**src/rtl/bank_sel_pkg.sv**
```systemverilog
package bank_sel_pkg;
  function automatic logic [31:0] slot_to_frame(input logic [31:0] slot, input int spf);
    return slot / spf;
  endfunction

  function automatic logic too_close(input logic [31:0] now, input logic [31:0] dep, input int spf);
    return (dep < now) || ((dep - now) < 32'(4 * spf - 1));
  endfunction

  function automatic logic [31:0] wrap_row(input logic [31:0] frame, input int depth);
    return frame % depth;
  endfunction
endpackage

```
**src/rtl/frame_clock.sv**
```systemverilog
module frame_clock #(
  parameter int SLOT_W = 16,
  parameter int SPF    = 3
) (
  input  logic              clk,
  input  logic              rst_n,
  input  logic [SLOT_W-1:0] now_slot,
  output logic [31:0]       cur_frame,
  output logic [31:0]       prev_frame,
  output logic              frame_edge
);
  import bank_sel_pkg::*;
  logic [31:0] last_q;

  always_comb begin
    cur_frame  = slot_to_frame(32'(now_slot), SPF);
    prev_frame = last_q;
    frame_edge = (cur_frame != last_q);
  end

  always_ff @(posedge clk) begin
    if (!rst_n) last_q <= '0;
    else        last_q <= cur_frame;
  end
endmodule

```
**src/rtl/lowest_pick.sv**
```systemverilog
module lowest_pick #(
  parameter int N = 8,
  localparam int IW = (N > 1) ? $clog2(N) : 1
) (
  input  logic [N-1:0]  req,
  output logic [N-1:0]  grant_oh,
  output logic [IW-1:0] grant_idx,
  output logic          any
);
  logic [N:0] seen;
  assign seen[0] = 1'b0;

  for (genvar i = 0; i < N; i++) begin : g_chain
    assign grant_oh[i] = req[i] & ~seen[i];
    assign seen[i+1]   = seen[i] | req[i];
  end

  assign any = seen[N];

  always_comb begin
    grant_idx = '0;
    for (int i = N - 1; i >= 0; i--)
      if (req[i]) grant_idx = IW'(i);
  end
endmodule

```
**src/rtl/occupancy_map.sv**
```systemverilog
module occupancy_map #(
  parameter int NB    = 8,
  parameter int DEPTH = 16,
  localparam int RW   = (DEPTH > 1) ? $clog2(DEPTH) : 1
) (
  input  logic          clk,
  input  logic          rst_n,
  input  logic          frame_edge,
  input  logic [RW-1:0] old_row,
  input  logic [RW-1:0] arr_row,
  input  logic [RW-1:0] rd_row,
  input  logic          take,
  input  logic [NB-1:0] pick_oh,
  output logic [NB-1:0] cand_vec,
  output logic [NB-1:0] w_res
);
  logic [NB-1:0] rmap [DEPTH];
  logic [NB-1:0] w_q, w_eff;

  always_comb begin
    w_eff    = frame_edge ? '0 : w_q;
    cand_vec = ~(w_eff | rmap[arr_row] | rmap[rd_row]);
  end

  assign w_res = w_q;

  always_ff @(posedge clk) begin
    if (!rst_n) begin
      w_q <= '0;
      for (int r = 0; r < DEPTH; r++) rmap[r] <= '0;
    end else begin
      w_q <= w_eff | (take ? pick_oh : '0);
      for (int r = 0; r < DEPTH; r++) begin
        if (frame_edge && RW'(r) == old_row)
          rmap[r] <= '0;
        else if (take && RW'(r) == rd_row)
          rmap[r] <= rmap[r] | pick_oh;
      end
    end
  end
endmodule

```
**src/rtl/bank_conflict_sel.sv**
```systemverilog
module bank_conflict_sel #(
  parameter int SLOT_W          = 16,
  parameter int SLOTS_PER_FRAME = 3,
  parameter int BMAP_DEPTH      = 16,
  localparam int NB = 3 * SLOTS_PER_FRAME - 1,
  localparam int BW = (NB > 1) ? $clog2(NB) : 1,
  localparam int AW = (BMAP_DEPTH > 1) ? $clog2(BMAP_DEPTH) : 1
) (
  input  logic              clk,
  input  logic              rst_n,
  input  logic              arr_valid,
  input  logic [SLOT_W-1:0] now_slot,
  input  logic [SLOT_W-1:0] dep_slot,
  output logic              res_valid,
  output logic              res_bypass,
  output logic [BW-1:0]     res_bank,
  output logic [AW-1:0]     res_addr
);
  import bank_sel_pkg::*;

  logic [31:0]   cur_frame, prev_frame, dep_frame, rd_frame;
  logic          frame_edge, bypass_now, take, any;
  logic [AW-1:0] old_row, arr_row, rd_row, addr_now;
  logic [NB-1:0] cand_vec, pick_oh, w_res;
  logic [BW-1:0] pick_idx;

  frame_clock #(.SLOT_W(SLOT_W), .SPF(SLOTS_PER_FRAME)) u_clock (
    .clk(clk), .rst_n(rst_n), .now_slot(now_slot),
    .cur_frame(cur_frame), .prev_frame(prev_frame), .frame_edge(frame_edge)
  );

  always_comb begin
    dep_frame  = slot_to_frame(32'(dep_slot), SLOTS_PER_FRAME);
    rd_frame   = dep_frame - 32'd1;
    bypass_now = too_close(32'(now_slot), 32'(dep_slot), SLOTS_PER_FRAME);
    take       = arr_valid & ~bypass_now;
    old_row    = AW'(wrap_row(prev_frame, BMAP_DEPTH));
    arr_row    = AW'(wrap_row(cur_frame, BMAP_DEPTH));
    rd_row     = AW'(wrap_row(rd_frame, BMAP_DEPTH));
    addr_now   = AW'(wrap_row(dep_frame, BMAP_DEPTH));
  end

  occupancy_map #(.NB(NB), .DEPTH(BMAP_DEPTH)) u_map (
    .clk(clk), .rst_n(rst_n), .frame_edge(frame_edge),
    .old_row(old_row), .arr_row(arr_row), .rd_row(rd_row),
    .take(take), .pick_oh(pick_oh), .cand_vec(cand_vec), .w_res(w_res)
  );

  lowest_pick #(.N(NB)) u_pick (
    .req(cand_vec), .grant_oh(pick_oh), .grant_idx(pick_idx), .any(any)
  );

  always_ff @(posedge clk) begin
    if (!rst_n) begin
      res_valid  <= 1'b0;
      res_bypass <= 1'b0;
      res_bank   <= '0;
      res_addr   <= '0;
    end else begin
      res_valid  <= arr_valid;
      res_bypass <= arr_valid & bypass_now;
      res_bank   <= take ? pick_idx : '0;
      res_addr   <= take ? addr_now : '0;
    end
  end
endmodule

```
**config.mk**
```make
export PLATFORM = sky130hd
export DESIGN_NAME = bank_conflict_sel
export DESIGN_NICKNAME = d
export VERILOG_FILES = /design/src/rtl/bank_sel_pkg.sv /design/src/rtl/frame_clock.sv /design/src/rtl/lowest_pick.sv /design/src/rtl/occupancy_map.sv /design/src/rtl/bank_conflict_sel.sv
export SDC_FILE = /design/constraint.sdc
export NUM_CORES = 1
export LEC_CHECK = 0
export BUFFER_PORTS_ARGS = -buffer_cell sky130_fd_sc_hd__buf_4
export CAP_MARGIN = 20
export CELL_PAD_IN_SITES_DETAIL_PLACEMENT = 0
export CELL_PAD_IN_SITES_GLOBAL_PLACEMENT = 1
export CORE_MARGIN = 2
export CORE_UTILIZATION = 43
export CTS_CLUSTER_DIAMETER = 40
export CTS_CLUSTER_SIZE = 25
export DETAILED_ROUTE_END_ITERATION = 8
export PLACE_DENSITY_LB_ADDON = 0.1
export SLEW_MARGIN = 25
export SYNTH_ARGS = -nofsm -noshare
export SYNTH_HDL_FRONTEND = slang
export SYNTH_SLANG_ARGS = --single-unit
```
**constraint.sdc**
```tcl
create_clock -name clk -period 27.6 [get_ports clk]
set_input_delay 0 -clock clk [delete_from_list [all_inputs] [get_ports clk]]
set_output_delay 0 -clock clk [all_outputs]
set_load 0.01 [all_outputs]
```
Word-level counts from Yosys, hierarchy flattened
Memory sizes are Yosys's and may differ from the RTL's.
Index checks and enable logic that the tools add are counted.
- $add $sub $neg: 2
- multiply operators: 0
- divide/modulo/power cells: 2
- $lt $le $gt $ge: 2
- eq/ne operators: 31
- shift operators: 0
- mux-type cells: 154
- bitwise gates (word level): 77
- reductions and logical operators: 39
- operator list (kind ; count):
    2-to-1 mux 8 bit ; 34
    bitwise OR 8 bit ; 19
    2-to-1 mux 1 bit ; 114
    divider 16 x 2 -> 32 bit, second input constant ; 2
    == test 4 bit, first input constant ; 16
    bitwise OR 1 bit ; 38
    == test 3 x 4 -> 1 bit, first input constant ; 8
    logical AND 1 bit ; 32
    less-than comparator 32 x 4 -> 1 bit, second input constant ; 1
    inequality test 32 bit ; 1
    subtractor 16 x 16 -> 17 bit ; 1
    == test 2 x 4 -> 1 bit, first input constant ; 4
    less-than comparator 16 bit ; 1
    2-to-1 mux 3 bit ; 4
    inverter 1 bit ; 10
    AND 1 bit ; 9
    == test 1 x 4 -> 1 bit, first input constant ; 2
    zero test 4 bit ; 2
    inverter 8 bit ; 1
    OR reduction 6 bit ; 1
    2-to-1 mux 2 bit ; 2
    OR reduction 4 bit ; 1
    subtractor 4 x 1 -> 4 bit, second input constant ; 1
    OR reduction 3 bit ; 1
    other kinds (2) ; 2
- bits in registers: 49
- bits in latches: 0
- memory bits (writable): 128
- bits in read-only memories: 0
- input bits: 35
- output and inout port bits: 9
- word-level logic and storage cells: 316
- memories kept: 1
- memories (name ; words ; width ; rd ports ; clocked after Yosys merged registers in ; wr ports ; line ; text):
    u_map.rmap ; 16 ; 8 ; 18 ; 0 ; 16 ; occupancy_map.sv:17 ; logic [NB-1:0] rmap [DEPTH];

Logic depth before layout (Yosys ltp)
Gate-level depths: netlist (run 1).
- depth after elaboration: 16
- mapped depth: 48
- gate-level depth less buffers: 35

Modules after synthesis
From an unflattened synthesis (run 1), not the netlist that was laid out.
- cell total of the unflattened synthesis: 1418
- area, all modules: 13548.0 um^2
- by module, submodules not included (module ; times used ; cells each ; area an instance (um^2) ; sequential area each (um^2)):
    occupancy_map ; 1 ; 579 ; 7820.0 ; 4003.8
    frame_clock ; 1 ; 413 ; 2865.2 ; 300.3
    bank_conflict_sel ; 1 ; 403 ; 2721.4 ; 180.2
    lowest_pick ; 1 ; 23 ; 141.4 ; 0.0

Worst setup path before layout (run 1)
No wires, ideal clock.
- path type: input to register
- start: input dep_slot[14]
- end: memory u_map.rmap[7][7], data pin
- setup time: 132 ps
- arrival: 10990 ps
- required time: 27468 ps
- setup slack: 16479 ps
- stages on the path: 45
- path buffers: 14
- cell sequence: buf_4 > buf_2 > clkbuf_1 > ha_1 > buf_2 > nand4bb_1 > o2111ai_1 > buf_2 > nand2_2 > o32a_1 > a41oi_2 > a21oi_1 > o211a_1 > o41a_1 > a211oi_2 > o211ai_2 > a21o_1 > or4_1 > [9 not listed] > a31o_2 > or4_1 > buf_2 > a2111o_1 > a211o_4 > nor3_4 > buf_6 > buf_6 > ha_1 > clkbuf_1 > clkbuf_1 > clkbuf_1 > mux4_2 > a221oi_1 > o221ai_1 > nor4_4 > buf_6 > o21a_1
- RTL lines (what ; line ; text):
    start: declaration ; bank_conflict_sel.sv:13 ; input logic [SLOT_W-1:0] dep_slot,
    end: declaration ; occupancy_map.sv:17 ;

==> flow_metrics.env, run 1 <==
export IMPL_cts_buffers_inserted=17
export IMPL_finalNetCount=1939
export IMPL_max_cap_violations=0
export IMPL_fp_coreArea_sq_mm=0.0367
export IMPL_fmaxAchievable_mhz=81.7
export IMPL_antenna_found_initial=0
export IMPL_setup_viol_count_final=0
export IMPL_drive_gt1_share_pct=12.2
export IMPL_postRouteWirelength_mm=57.6
export IMPL_mapped_nets=1964
export IMPL_combPwrFrac_pct=53.7
export IMPL_worst_r2r_path_depth=14
export IMPL_io_buffer_count=43
export IMPL_ys_async_sr_fraction_pct=0
export IMPL_critical_path_endpoint="u_map.rmap[7][7]$_SDFFCE_PN0P_"
export IMPL_cp_common_cell="sky130_fd_sc_hd__buf_4"
export IMPL_finalMaxSlewViolations=0
export IMPL_pin_count=44
export IMPL_pwr_density_cell_mw_per_mm2=67.1
export IMPL_root_buffer="sky130_fd_sc_hd__clkbuf_16"
export IMPL_rr_endpoint="u_map.rmap[7][7]$_SDFFCE_PN0P_"
export IMPL_vias_in_the_first_global_route=14900
export IMPL_vdd_ir_drop_max_uv=41.0
export IMPL_ff2ff_setup_slack_ps=22880
export IMPL_ys_flop_type="sky130_fd_sc_hd__edfxtp_1"
export IMPL_whs_ps=73.5
export IMPL_cp_max_fo=47
export IMPL_track_usage_pct=29.3
export IMPL_worst_setup_path_start_kind="input pin"
export IMPL_clock_sink_count=160
export IMPL_dr_total_vias=15800
export IMPL_timing_critical_path_required_ps=27920
export IMPL_starting_density_of_the_core_pct=43.9
export IMPL_worstPathArrival_ps=12560
export IMPL_post_dp_hpwl_mm=40.6
export IMPL_die_width_um=197
export IMPL_rows=70
export IMPL_clock_power_share_pct=20.7
export IMPL_fin_crit_ps=12240
export IMPL_remaining_drc_errors=0
export IMPL_cpPeakStageDelay_ps=880
export IMPL_worst_slew_pin_slew_ps=1090
export IMPL_critical_path_slowest_cell="sky130_fd_sc_hd__nor4_4"
export IMPL_grt_start_max_net_pins=50
export IMPL_grt_pass1_wl_mm=88.4
export IMPL_timing_hold_violations_final=0
export IMPL_max_root_sink_buffers=2
export IMPL_synth_sequential_area_ratio_pct=27.9
export IMPL_synth_distinct_cells=121
export IMPL_wire_per_inst_um=24.4
export IMPL_clkTransAtPathRegs_ps=70
export IMPL_setup_repair_after_global_routing_missed_its_margin="no"
export IMPL_final_core_utilization_pct=47.5
export IMPL_ys_ff_latch=160
export IMPL_r2r_start="u_clock.prev_frame[13]$_SDFF_PN0_"
export IMPL_status="completed"
export IMPL_antenna_violating_nets_post_route=0
export IMPL_worst_skew_pair_latency_ps=450
export IMPL_syn_to_final_growth_pct=8.19
export IMPL_power_leakage_nw=6.26
export IMPL_finalClockSkew_ps=10.1
export IMPL_timing_critical_path_from="dep_slot[15]"
export IMPL_syn_area_per_cell_sq_um=8.46
export IMPL_hold_path_class="input pin to register"
export IMPL_h_tree_depth=4
export IMPL_drt_vias_per_instance=6.68
export IMPL_setup_tns_final_ps=0
export IMPL_drtPass1Iterations=7
export IMPL_yosys_warnings=0
export IMPL_diodes=0
export IMPL_die_h_um=197
export IMPL_end_kind="register"
export IMPL_tritoncts="done"
export IMPL_drt_iter0_drc=1211
export IMPL_fin_crit_sh_pct=44.4
export IMPL_synth_cells=1903
export IMPL_die_area_sq_mm=0.0390
export IMPL_cell_internal_power_uw=626
export IMPL_critical_path_class="input pin to register"
export IMPL_synthesis_area_sq_mm=0.0161
export IMPL_switching_power_uw=542
export IMPL_relSlewSlack_pct=27.1
export IMPL_grt_remaining_overflow=0
export IMPL_synth_edf_count=128
export IMPL_routabilityCongestion=0.913
export IMPL_power_share_sequential_pct=25.6
export IMPL_switching_share_pct=46.4
[metrics by stage]
stage	setup WS [ps]	cells	instance area, sq um	total power [mW]
after global placement	15320	2310	16700	0.915
after floorplan	16480	1903	16100	0.747
after global routing	14590	2359	17400	1.22
final	15360	2359	17400	1.17
after detailed placement	15040	2315	16700	0.916
after CTS	15460	2356	17400	1.16
[layer usage]
metal / part of all wire [%] / GRT usage (%) / up-vias
li1: - / - / 7311
met1: 41 / 36.8 / 7630
met2: 49 / 51.0 / 667
met3: 5.2 / 3.04 / 143
met4: 4.3 / 12.8 / 0
met5: 0 / 0 / -
[placed cells by master, fill, tap and decap left out, types with 17 or more instances in the layout]
cell                        count
sky130_fd_sc_hd__xor2_1        24
sky130_fd_sc_hd__inv_1         51
sky130_fd_sc_hd__nand2_1      199
sky130_fd_sc_hd__o211ai_1      40
sky130_fd_sc_hd__nand2b_1      23
sky130_fd_sc_hd__clkbuf_16     17
sky130_fd_sc_hd__buf_4         77
sky130_fd_sc_hd__xnor2_1       37
sky130_fd_sc_hd__nor2b_1       28
sky130_fd_sc_hd__dfxtp_1       32
sky130_fd_sc_hd__mux4_2        27
sky130_fd_sc_hd__nand3_1       48
sky130_fd_sc_hd__a21oi_1      107
sky130_fd_sc_hd__nor2_1       132
sky130_fd_sc_hd__o21ai_0       89
sky130_fd_sc_hd__a22oi_1       20
sky130_fd_sc_hd__nor4_1        25
sky130_fd_sc_hd__a31oi_1       24
sky130_fd_sc_hd__a21o_1        19
sky130_fd_sc_hd__and2_1        28
sky130_fd_sc_hd__a211oi_1      47
sky130_fd_sc_hd__nor3_1        44
sky130_fd_sc_hd__ha_1          24
sky130_fd_sc_hd__and3_1        23
sky130_fd_sc_hd__edfxtp_1     128
sky130_fd_sc_hd__mux2i_1       41
sky130_fd_sc_hd__o21a_1       135
[flip-flops by register name, summed over array words and instances (netlist names)]
signal and flops:
u_map.w_res 8, u_map.rmap 128, res_bank 3, res_valid 1, u_clock.prev_frame 15, res_bypass 1, res_addr 4
[synthesized netlist by cell type, types with 23 or more instances]
master | number | area (sq um)
sky130_fd_sc_hd__nor2b_1 | 29 | 181
sky130_fd_sc_hd__ha_1 | 25 | 313
sky130_fd_sc_hd__and3_1 | 23 | 144
sky130_fd_sc_hd__nand3_1 | 48 | 240
sky130_fd_sc_hd__mux2i_1 | 41 | 410
sky130_fd_sc_hd__xnor2_1 | 38 | 333
sky130_fd_sc_hd__dfxtp_1 | 32 | 641
sky130_fd_sc_hd__mux4_2 | 27 | 608
sky130_fd_sc_hd__nor2_1 | 132 | 495
sky130_fd_sc_hd__a21oi_1 | 107 | 536
sky130_fd_sc_hd__edfxtp_1 | 128 | 3840
sky130_fd_sc_hd__inv_1 | 51 | 191
sky130_fd_sc_hd__clkbuf_1 | 84 | 315
sky130_fd_sc_hd__xor2_1 | 24 | 210
sky130_fd_sc_hd__a211oi_1 | 52 | 390
sky130_fd_sc_hd__buf_2 | 30 | 150
sky130_fd_sc_hd__nor4_1 | 25 | 156
sky130_fd_sc_hd__o211ai_1 | 40 | 300
sky130_fd_sc_hd__o21ai_0 | 89 | 445
sky130_fd_sc_hd__nand2_1 | 199 | 747
sky130_fd_sc_hd__and2_1 | 28 | 175
sky130_fd_sc_hd__nor3_1 | 44 | 220
sky130_fd_sc_hd__a31oi_1 | 24 | 150
sky130_fd_sc_hd__nand2b_1 | 23 | 144
sky130_fd_sc_hd__o21a_1 | 135 | 1010
[worst min path at each step]
stage | startpoint | endpoint | slack, ps | cells past startpoint
after detailed placement | now_slot[14] | u_clock.prev_frame[14]$_SDFF_PN0_ | 390 | 2
after CTS | now_slot[13] | u_clock.prev_frame[12]$_SDFF_PN0_ | 60 | 4
after global placement | now_slot[14] | u_clock.prev_frame[14]$_SDFF_PN0_ | 390 | 2
after floorplan | rst_n | u_clock.prev_frame[14]$_SDFF_PN0_ | 160 | 1
final | now_slot[13] | u_clock.prev_frame[12]$_SDFF_PN0_ | 70 | 4
after global routing | now_slot[13] | u_clock.prev_frame[12]$_SDFF_PN0_ | 90 | 4
[what timing repair did]
action / in CTS / in global routing
endpoints found under the hold margin: 11 / 0
resized for setup: 0 / 0
buffers inserted: 0 / 0
hold buffers: 9 / 0
[final cells by class]
class,count,area (sq um)
clock inverter,14,148
clock buffer,18,429
sequential,160,4480
inverter,59,221
tap,468,586
timing repair buffer,90,694
multi-input combinational,1550,10900
fill,3645,19300
[power groups by stage]
stage               clock network [mW]  registers [mW]  logic (mW)
finish                           0.242           0.299       0.627
global route                     0.253           0.301       0.669
CTS                              0.244           0.299       0.616
detailed placement                   0           0.304       0.612
global placement                     0           0.304       0.611
floorplan                            0           0.297       0.450
[worst max-delay path: cells and delay by family]
kind / cells / cell delay [ps]
muxes: 2 / 1080
buffers and inverters: 3 / 1260
adders and majority gates: 3 / 1050
xor gates and xnor gates: 1 / 140
AOI/OAI and AO/OA: 15 / 5150
and+or+nand+nor: 11 / 3830
[logic make-up (layout without fill, tap and decap cells)]
family	after synthesis	count (layout)	share of synthesized area, %
AND/OR/NAND/NOR	661	661	21.5
multiplexers	81	81	7.26
adder cells (fa/ha/maj)	26	26	2.07
buffers and inverters	193	181	5.25
XOR/XNOR	63	63	3.47
flip-flops	160	160	27.9
AO/OA/AOI/OAI	719	719	32.6
Note: power is estimated with default switching activity, not from simulation.
==> run 2, diff against run 1 <==
==> constraint.sdc (replaced) <==
create_clock -name clk -period 10.6 [get_ports clk]
set_input_delay 0 -clock clk [delete_from_list [all_inputs] [get_ports clk]]
set_output_delay 0 -clock clk [all_outputs]
set_load 0.01 [all_outputs]
==> flow_metrics.env, run 2 (synthesis results as in run 1) <==
export IMPL_status="completed"
export IMPL_grt_busiest_layer="met2"
export IMPL_global_route_usage_met3_pct=3.19
export IMPL_fillerInstances=3529
export IMPL_grt_util_met2_pct=50.7
export IMPL_fin_crit_ps=10020
export IMPL_cp_common_cell="sky130_fd_sc_hd__nand2_1"
export IMPL_timing_critical_path_required_ps=10920
export IMPL_final_core_utilization_pct=48.4
export IMPL_placedCellCount=2360
export IMPL_vias_in_the_first_global_route=15700
export IMPL_clkTransAtPathRegs_ps=80
export IMPL_cpPeakStageDelay_ps=700
export IMPL_wire_per_inst_um=24.2
export IMPL_largest_reg_flops=128
export IMPL_drt_iter0_drc=1499
export IMPL_worst_skew_pair_latency_ps=460
export IMPL_max_root_sink_buffers=2
export IMPL_post_dp_hpwl_mm=42.3
export IMPL_io_buffer_count=43
export IMPL_relSlewSlack_pct=39.5
export IMPL_total_power_mw=3.16
export IMPL_cts_setup_buffers=0
export IMPL_cp_max_fo=21
export IMPL_die_width_um=197
export IMPL_finalMaxSlewViolations=0
export IMPL_tritoncts="done"
export IMPL_setup_repair_after_global_routing_missed_its_margin="no"
export IMPL_grt_remaining_overflow=0
export IMPL_critical_path_class="input pin to register"
export IMPL_vdd_ir_drop_max_uv=173
export IMPL_die_area_sq_mm=0.0390
export IMPL_critical_path_slowest_cell="sky130_fd_sc_hd__nor3_4"
export IMPL_h_tree_depth=4
export IMPL_fmaxAchievable_mhz=99.8
export IMPL_final_common_cell="sky130_fd_sc_hd__nand2_1"
export IMPL_max_cap_violations=0
export IMPL_syn_to_final_growth_pct=10.3
export IMPL_power_leakage_nw=6.49
export IMPL_worst_setup_path_start_kind="input pin"
export IMPL_antenna_violating_nets_post_route=0
export IMPL_mostFrequentLayoutCells="sky130_fd_sc_hd__nand2_1 (199), sky130_fd_sc_hd__o21a_1 (135), sky130_fd_sc_hd__nor2_1 (131)"
export IMPL_hold_path_class="input pin to register"
export IMPL_remaining_drc_errors=0
export IMPL_fp_coreArea_sq_mm=0.0367
export IMPL_worst_slew_pin_slew_ps=907
export IMPL_drive_gt1_share_pct=13.8
export IMPL_cts_buffers_inserted=17
export IMPL_rows=70
export IMPL_timing_hold_violations_final=0
export IMPL_setup_viol_count_final=0
export IMPL_pin_count=44
export IMPL_postRouteWirelength_mm=58.2
export IMPL_die_h_um=197
export IMPL_root_buffer="sky130_fd_sc_hd__clkbuf_16"
export IMPL_pwr_density_cell_mw_per_mm2=178
export IMPL_finalClockSkew_ps=23.6
export IMPL_drtPass1Iterations=5
export IMPL_routabilityCongestion=0.932
export IMPL_worstPathArrival_ps=10340
export IMPL_track_usage_pct=29.9
export IMPL_antenna_found_initial=0
export IMPL_setup_tns_final_ps=0
export IMPL_dr_total_vias=16200
export IMPL_fin_crit_sh_pct=94.5
export IMPL_clock_sink_count=160
export IMPL_diodes=0
export IMPL_drt_vias_per_instance=6.75
export IMPL_met1_track_usage_gr_pct=38.7
export IMPL_finalNetCount=1980
export IMPL_grt_pass1_wl_mm=90.9
export IMPL_grt_start_max_net_pins=47
export IMPL_final_cells=2400
export IMPL_starting_density_of_the_core_pct=43.9
export IMPL_final_setup_worst_slack_ps=583
export IMPL_largest_reg_by_ff_count="u_map.rmap"
export IMPL_end_kind="register"
export IMPL_placement_setup_worst_slack_ps=267
==> run 2: changes by cell type in the layout (fill, tap and decap cells not counted), moves of 2 or more <==
cell                       change
sky130_fd_sc_hd__a211oi_1      +5
sky130_fd_sc_hd__a211oi_2      -5
sky130_fd_sc_hd__nor3b_1       +6
sky130_fd_sc_hd__buf_12        +4
sky130_fd_sc_hd__nor3b_2       -6
sky130_fd_sc_hd__buf_2         -3
sky130_fd_sc_hd__clkinv_1      -2
sky130_fd_sc_hd__buf_4        +42
==> run 2: cell type report <==
cell class | instances | area (sq um) | area share [%]
multi-input combinational | 1550 | 10800 | 60.9
tap | 468 | 586 | 3.30
clock inverter | 12 | 146 | 0.824
timing repair buffer | 131 | 1050 | 5.93
sequential | 160 | 4480 | 25.2
inverter | 59 | 221 | 1.25
clock buffer | 20 | 458 | 2.58
==> run 2: power by group <==
group	internal, mW	switching (mW)
Clock	0.367	0.290
Sequential	0.734	0.0449
Combinational	0.623	1.10
==> run 2: metal layers <==
| metal | part of all wire (%) | wire, um |
|---|---|---|
| met3 | 6.2 | 3610 |
| met5 | 0 | 0 |
| met2 | 48 | 27700 |
| met1 | 42 | 24400 |
| met4 | 4.2 | 2430 |
==> run 2: path summary, 6_finish.rpt <==
path	from	to	slack, ps	cells after the start
max	dep_slot[15]	u_map.rmap[11][6]$_SDFFCE_PN0P_	580	36
max reg2reg	u_clock.prev_frame[13]$_SDFF_PN0_	u_map.rmap[8][5]$_SDFFCE_PN0P_	6060	14
min	arr_valid	res_valid$_SDFF_PN0_	30	2
min reg2reg	u_map.w_res[5]$_SDFF_PN0_	u_map.w_res[5]$_SDFF_PN0_	490	1
==> run 2: repair_timing <==
item	4_1_cts	5_1_grt
gates resized for setup	0	2
hold buffers	8	0
setup endpoints to repair	0	51
hold endpoints to repair	14	0
==> run 2: per-stage QoR <==
stage	hold WS, ps	instance area [sq um]
finish	33.8	17800
CTS	12.7	17800
detailed placement	386	17100
global placement	379	17100
global route	24.3	17800
floorplan	159	16100
==> run 2: critical path: cells and delay by family <==
kind                       cells  cell delay (ps)
buffers and inverters          4              730
adders and majority gates      3             1080
muxes                          2             1000
xor gates and xnor gates       1              110
AOI/OAI and AO/OA             15             4140
and+or+nand+nor               11             3260
==> run 3, diff against run 2 <==
--- a/config.mk
+++ b/config.mk
@@ -10,7 +10,7 @@
 export CELL_PAD_IN_SITES_DETAIL_PLACEMENT = 0
 export CELL_PAD_IN_SITES_GLOBAL_PLACEMENT = 1
 export CORE_MARGIN = 2
-export CORE_UTILIZATION = 43
+export CORE_UTILIZATION = 45
 export CTS_CLUSTER_DIAMETER = 40
 export CTS_CLUSTER_SIZE = 25
 export DETAILED_ROUTE_END_ITERATION = 8
==> flow_metrics.env, run 3 (synthesis results as in run 1) <==
export IMPL_status="completed"
export IMPL_critical_path_endpoint="u_map.rmap[4][4]$_SDFFCE_PN0P_"
export IMPL_remaining_drc_errors=0
export IMPL_grt_remaining_overflow=0
export IMPL_cpPeakStageDelay_ps=750
export IMPL_worstPathArrival_ps=10420
export IMPL_power_leakage_nw=6.42
export IMPL_finished_cell_area_sq_mm=0.0176
export IMPL_cp_max_fo=20
export IMPL_tritoncts="done"
export IMPL_h_tree_depth=4
export IMPL_post_dp_hpwl_mm=41.5
export IMPL_fillerInstances=3469
export IMPL_io_buffer_count=43
export IMPL_max_root_sink_buffers=2
export IMPL_dr_total_vias=16100
export IMPL_track_usage_pct=30.7
export IMPL_worst_skew_pair_latency_ps=440
export IMPL_drt_iter0_drc=1361
export IMPL_syn_to_final_growth_pct=9.45
export IMPL_r2r_start="u_clock.prev_frame[13]$_SDFF_PN0_"
export IMPL_fin_crit_ps=10120
export IMPL_timing_critical_path_from="now_slot[15]"
export IMPL_die_h_um=193
export IMPL_worst_setup_path_start_kind="input pin"
export IMPL_setup_repair_after_global_routing_missed_its_margin="yes"
export IMPL_rows=69
export IMPL_max_cap_violations=0
export IMPL_relSlewSlack_pct=29.5
export IMPL_timing_critical_path_required_ps=10900
export IMPL_finalMaxSlewViolations=0
export IMPL_antenna_violating_nets_post_route=0
export IMPL_fmaxAchievable_mhz=98.8
export IMPL_worst_r2r_path_depth=15
export IMPL_end_kind="register"
export IMPL_worst_slew_pin_slew_ps=1050
export IMPL_routabilityCongestion=0.930
export IMPL_hold_path_class="input pin to register"
export IMPL_critical_path_slowest_cell="sky130_fd_sc_hd__nor2_2"
export IMPL_cts_buffers_inserted=17
export IMPL_final_common_cell="sky130_fd_sc_hd__nand2_1"
export IMPL_antenna_found_initial=0
export IMPL_mostFrequentLayoutCells="sky130_fd_sc_hd__nand2_1 (199), sky130_fd_sc_hd__o21a_1 (135), sky130_fd_sc_hd__nor2_1 (131)"
export IMPL_clkTransAtPathRegs_ps=70
export IMPL_die_area_sq_mm=0.0373
export IMPL_critical_path_class="input pin to register"
export IMPL_starting_density_of_the_core_pct=45.5
export IMPL_clock_sink_count=160
export IMPL_wire_per_inst_um=24.1
export IMPL_vias_in_the_first_global_route=15200
export IMPL_pin_count=44
export IMPL_pwr_density_cell_mw_per_mm2=174
export IMPL_drive_gt1_share_pct=13.5
export IMPL_root_buffer="sky130_fd_sc_hd__clkbuf_16"
export IMPL_drt_vias_per_instance=6.74
export IMPL_drtPass1Iterations=5
export IMPL_setup_viol_count_final=0
export IMPL_dpl_cell_area_sq_mm=0.0170
export IMPL_finalClockSkew_ps=13.7
export IMPL_die_width_um=193
export IMPL_vdd_ir_drop_max_uv=119
export IMPL_fp_coreArea_sq_mm=0.0354
export IMPL_finalNetCount=1975
export IMPL_postRouteWirelength_mm=57.6
export IMPL_timing_hold_violations_final=0
export IMPL_fin_crit_sh_pct=95.5
export IMPL_diodes=0
export IMPL_largest_reg_flops=128
export IMPL_setup_tns_final_ps=0
export IMPL_rr_endpoint="u_map.rmap[4][4]$_SDFFCE_PN0P_"
export IMPL_ff2ff_setup_slack_ps=6600
export IMPL_grt_pass1_wl_mm=88.5
export IMPL_grt_start_max_net_pins=40
export IMPL_largest_reg_by_ff_count="u_map.rmap"
==> run 3: changes by cell type in the layout (fill, tap and decap cells not counted), moves of 2 or more <==
cell                            delta
sky130_fd_sc_hd__clkbuf_1          +3
sky130_fd_sc_hd__dlygate4sd3_1     -4
sky130_fd_sc_hd__buf_12            -2
sky130_fd_sc_hd__clkinvlp_4        +2
sky130_fd_sc_hd__inv_8             -2
==> run 3: layer usage <==
| metal | GRT usage (%) | vias up | part of all wire (%) |
|---|---|---|---|
| met4 | 14.8 | 0 | 4.9 |
| met3 | 3.96 | 161 | 6.7 |
| met1 | 38.1 | 7825 | 40 |
| met5 | 0 | - | 0 |
| li1 | - | 7393 | - |
| met2 | 52.7 | 708 | 48 |
==> run 3: what timing repair did <==
item / 4_1_cts / 5_1_grt
setup endpoints to repair: 0 / 85
resized for setup: 0 / 2
hold buffers: 4 / 0
endpoints found under the hold margin: 3 / 0
setup buffers: 0 / 3
==> run 3: cell type report <==
cell class	instances	area, sq um	share of cell area [%]
Inverter	59	221	1.26
Clock inverter	10	104	0.589
Timing Repair Buffer	126	981	5.57
Multi-Input combinational cell	1550	10800	61.3
Tap cell	461	577	3.27
Sequential cell	160	4480	25.5
Clock buffer	22	444	2.52
==> run 3: worst max-delay path, delay by kind of cell <==
| kind | cells | cell delay, ps |
|---|---|---|
| AO/OA/AOI/OAI | 17 | 4720 |
| adder cells (fa/ha/maj) | 2 | 650 |
| XOR/XNOR | 1 | 140 |
| AND/OR/NAND/NOR | 10 | 3500 |
| buffers and inverters | 4 | 1340 |
==> run 3: stage by stage <==
step / cells / utilization, % / hold slack (ps) / worst slack [ps] / total power, mW
2_1_floorplan: 1903 / - / 159 / 28.6 / 1.95
6_report: 2388 / 49.8 / 11.1 / 480 / 3.06
3_3_place_gp: 2348 / 48.0 / 390 / 366 / 2.43
4_1_cts: 2385 / 49.7 / 6.13 / 452 / 3.04
3_5_place_dp: 2349 / 48.0 / 393 / 297 / 2.44
5_1_grt: 2388 / 49.8 / 27.7 / -161 / 3.21
==> run 3: where the power goes <==
| part | leakage, nW | switching [mW] | internal, mW | total (mW) |
|---|---|---|---|---|
| logic | 4.57 | 1.08 | 0.603 | 1.69 |
| clock network | 0.252 | 0.269 | 0.326 | 0.596 |
| registers | 1.60 | 0.0440 | 0.735 | 0.779 |
==> run 3: worst min path at each step <==
stage            startpoint                           endpoint  slack (ps)  cells after the start
6_report              rst_n  u_clock.prev_frame[13]$_SDFF_PN0_          10                      2
5_1_grt               rst_n  u_clock.prev_frame[10]$_SDFF_PN0_          30                      2
4_1_cts               rst_n  u_clock.prev_frame[13]$_SDFF_PN0_           6                      2
3_5_place_dp   now_slot[14]  u_clock.prev_frame[14]$_SDFF_PN0_         390                      2
3_3_place_gp   now_slot[14]  u_clock.prev_frame[14]$_SDFF_PN0_         390                      2
2_1_floorplan         rst_n  u_clock.prev_frame[14]$_SDFF_PN0_         160                      1
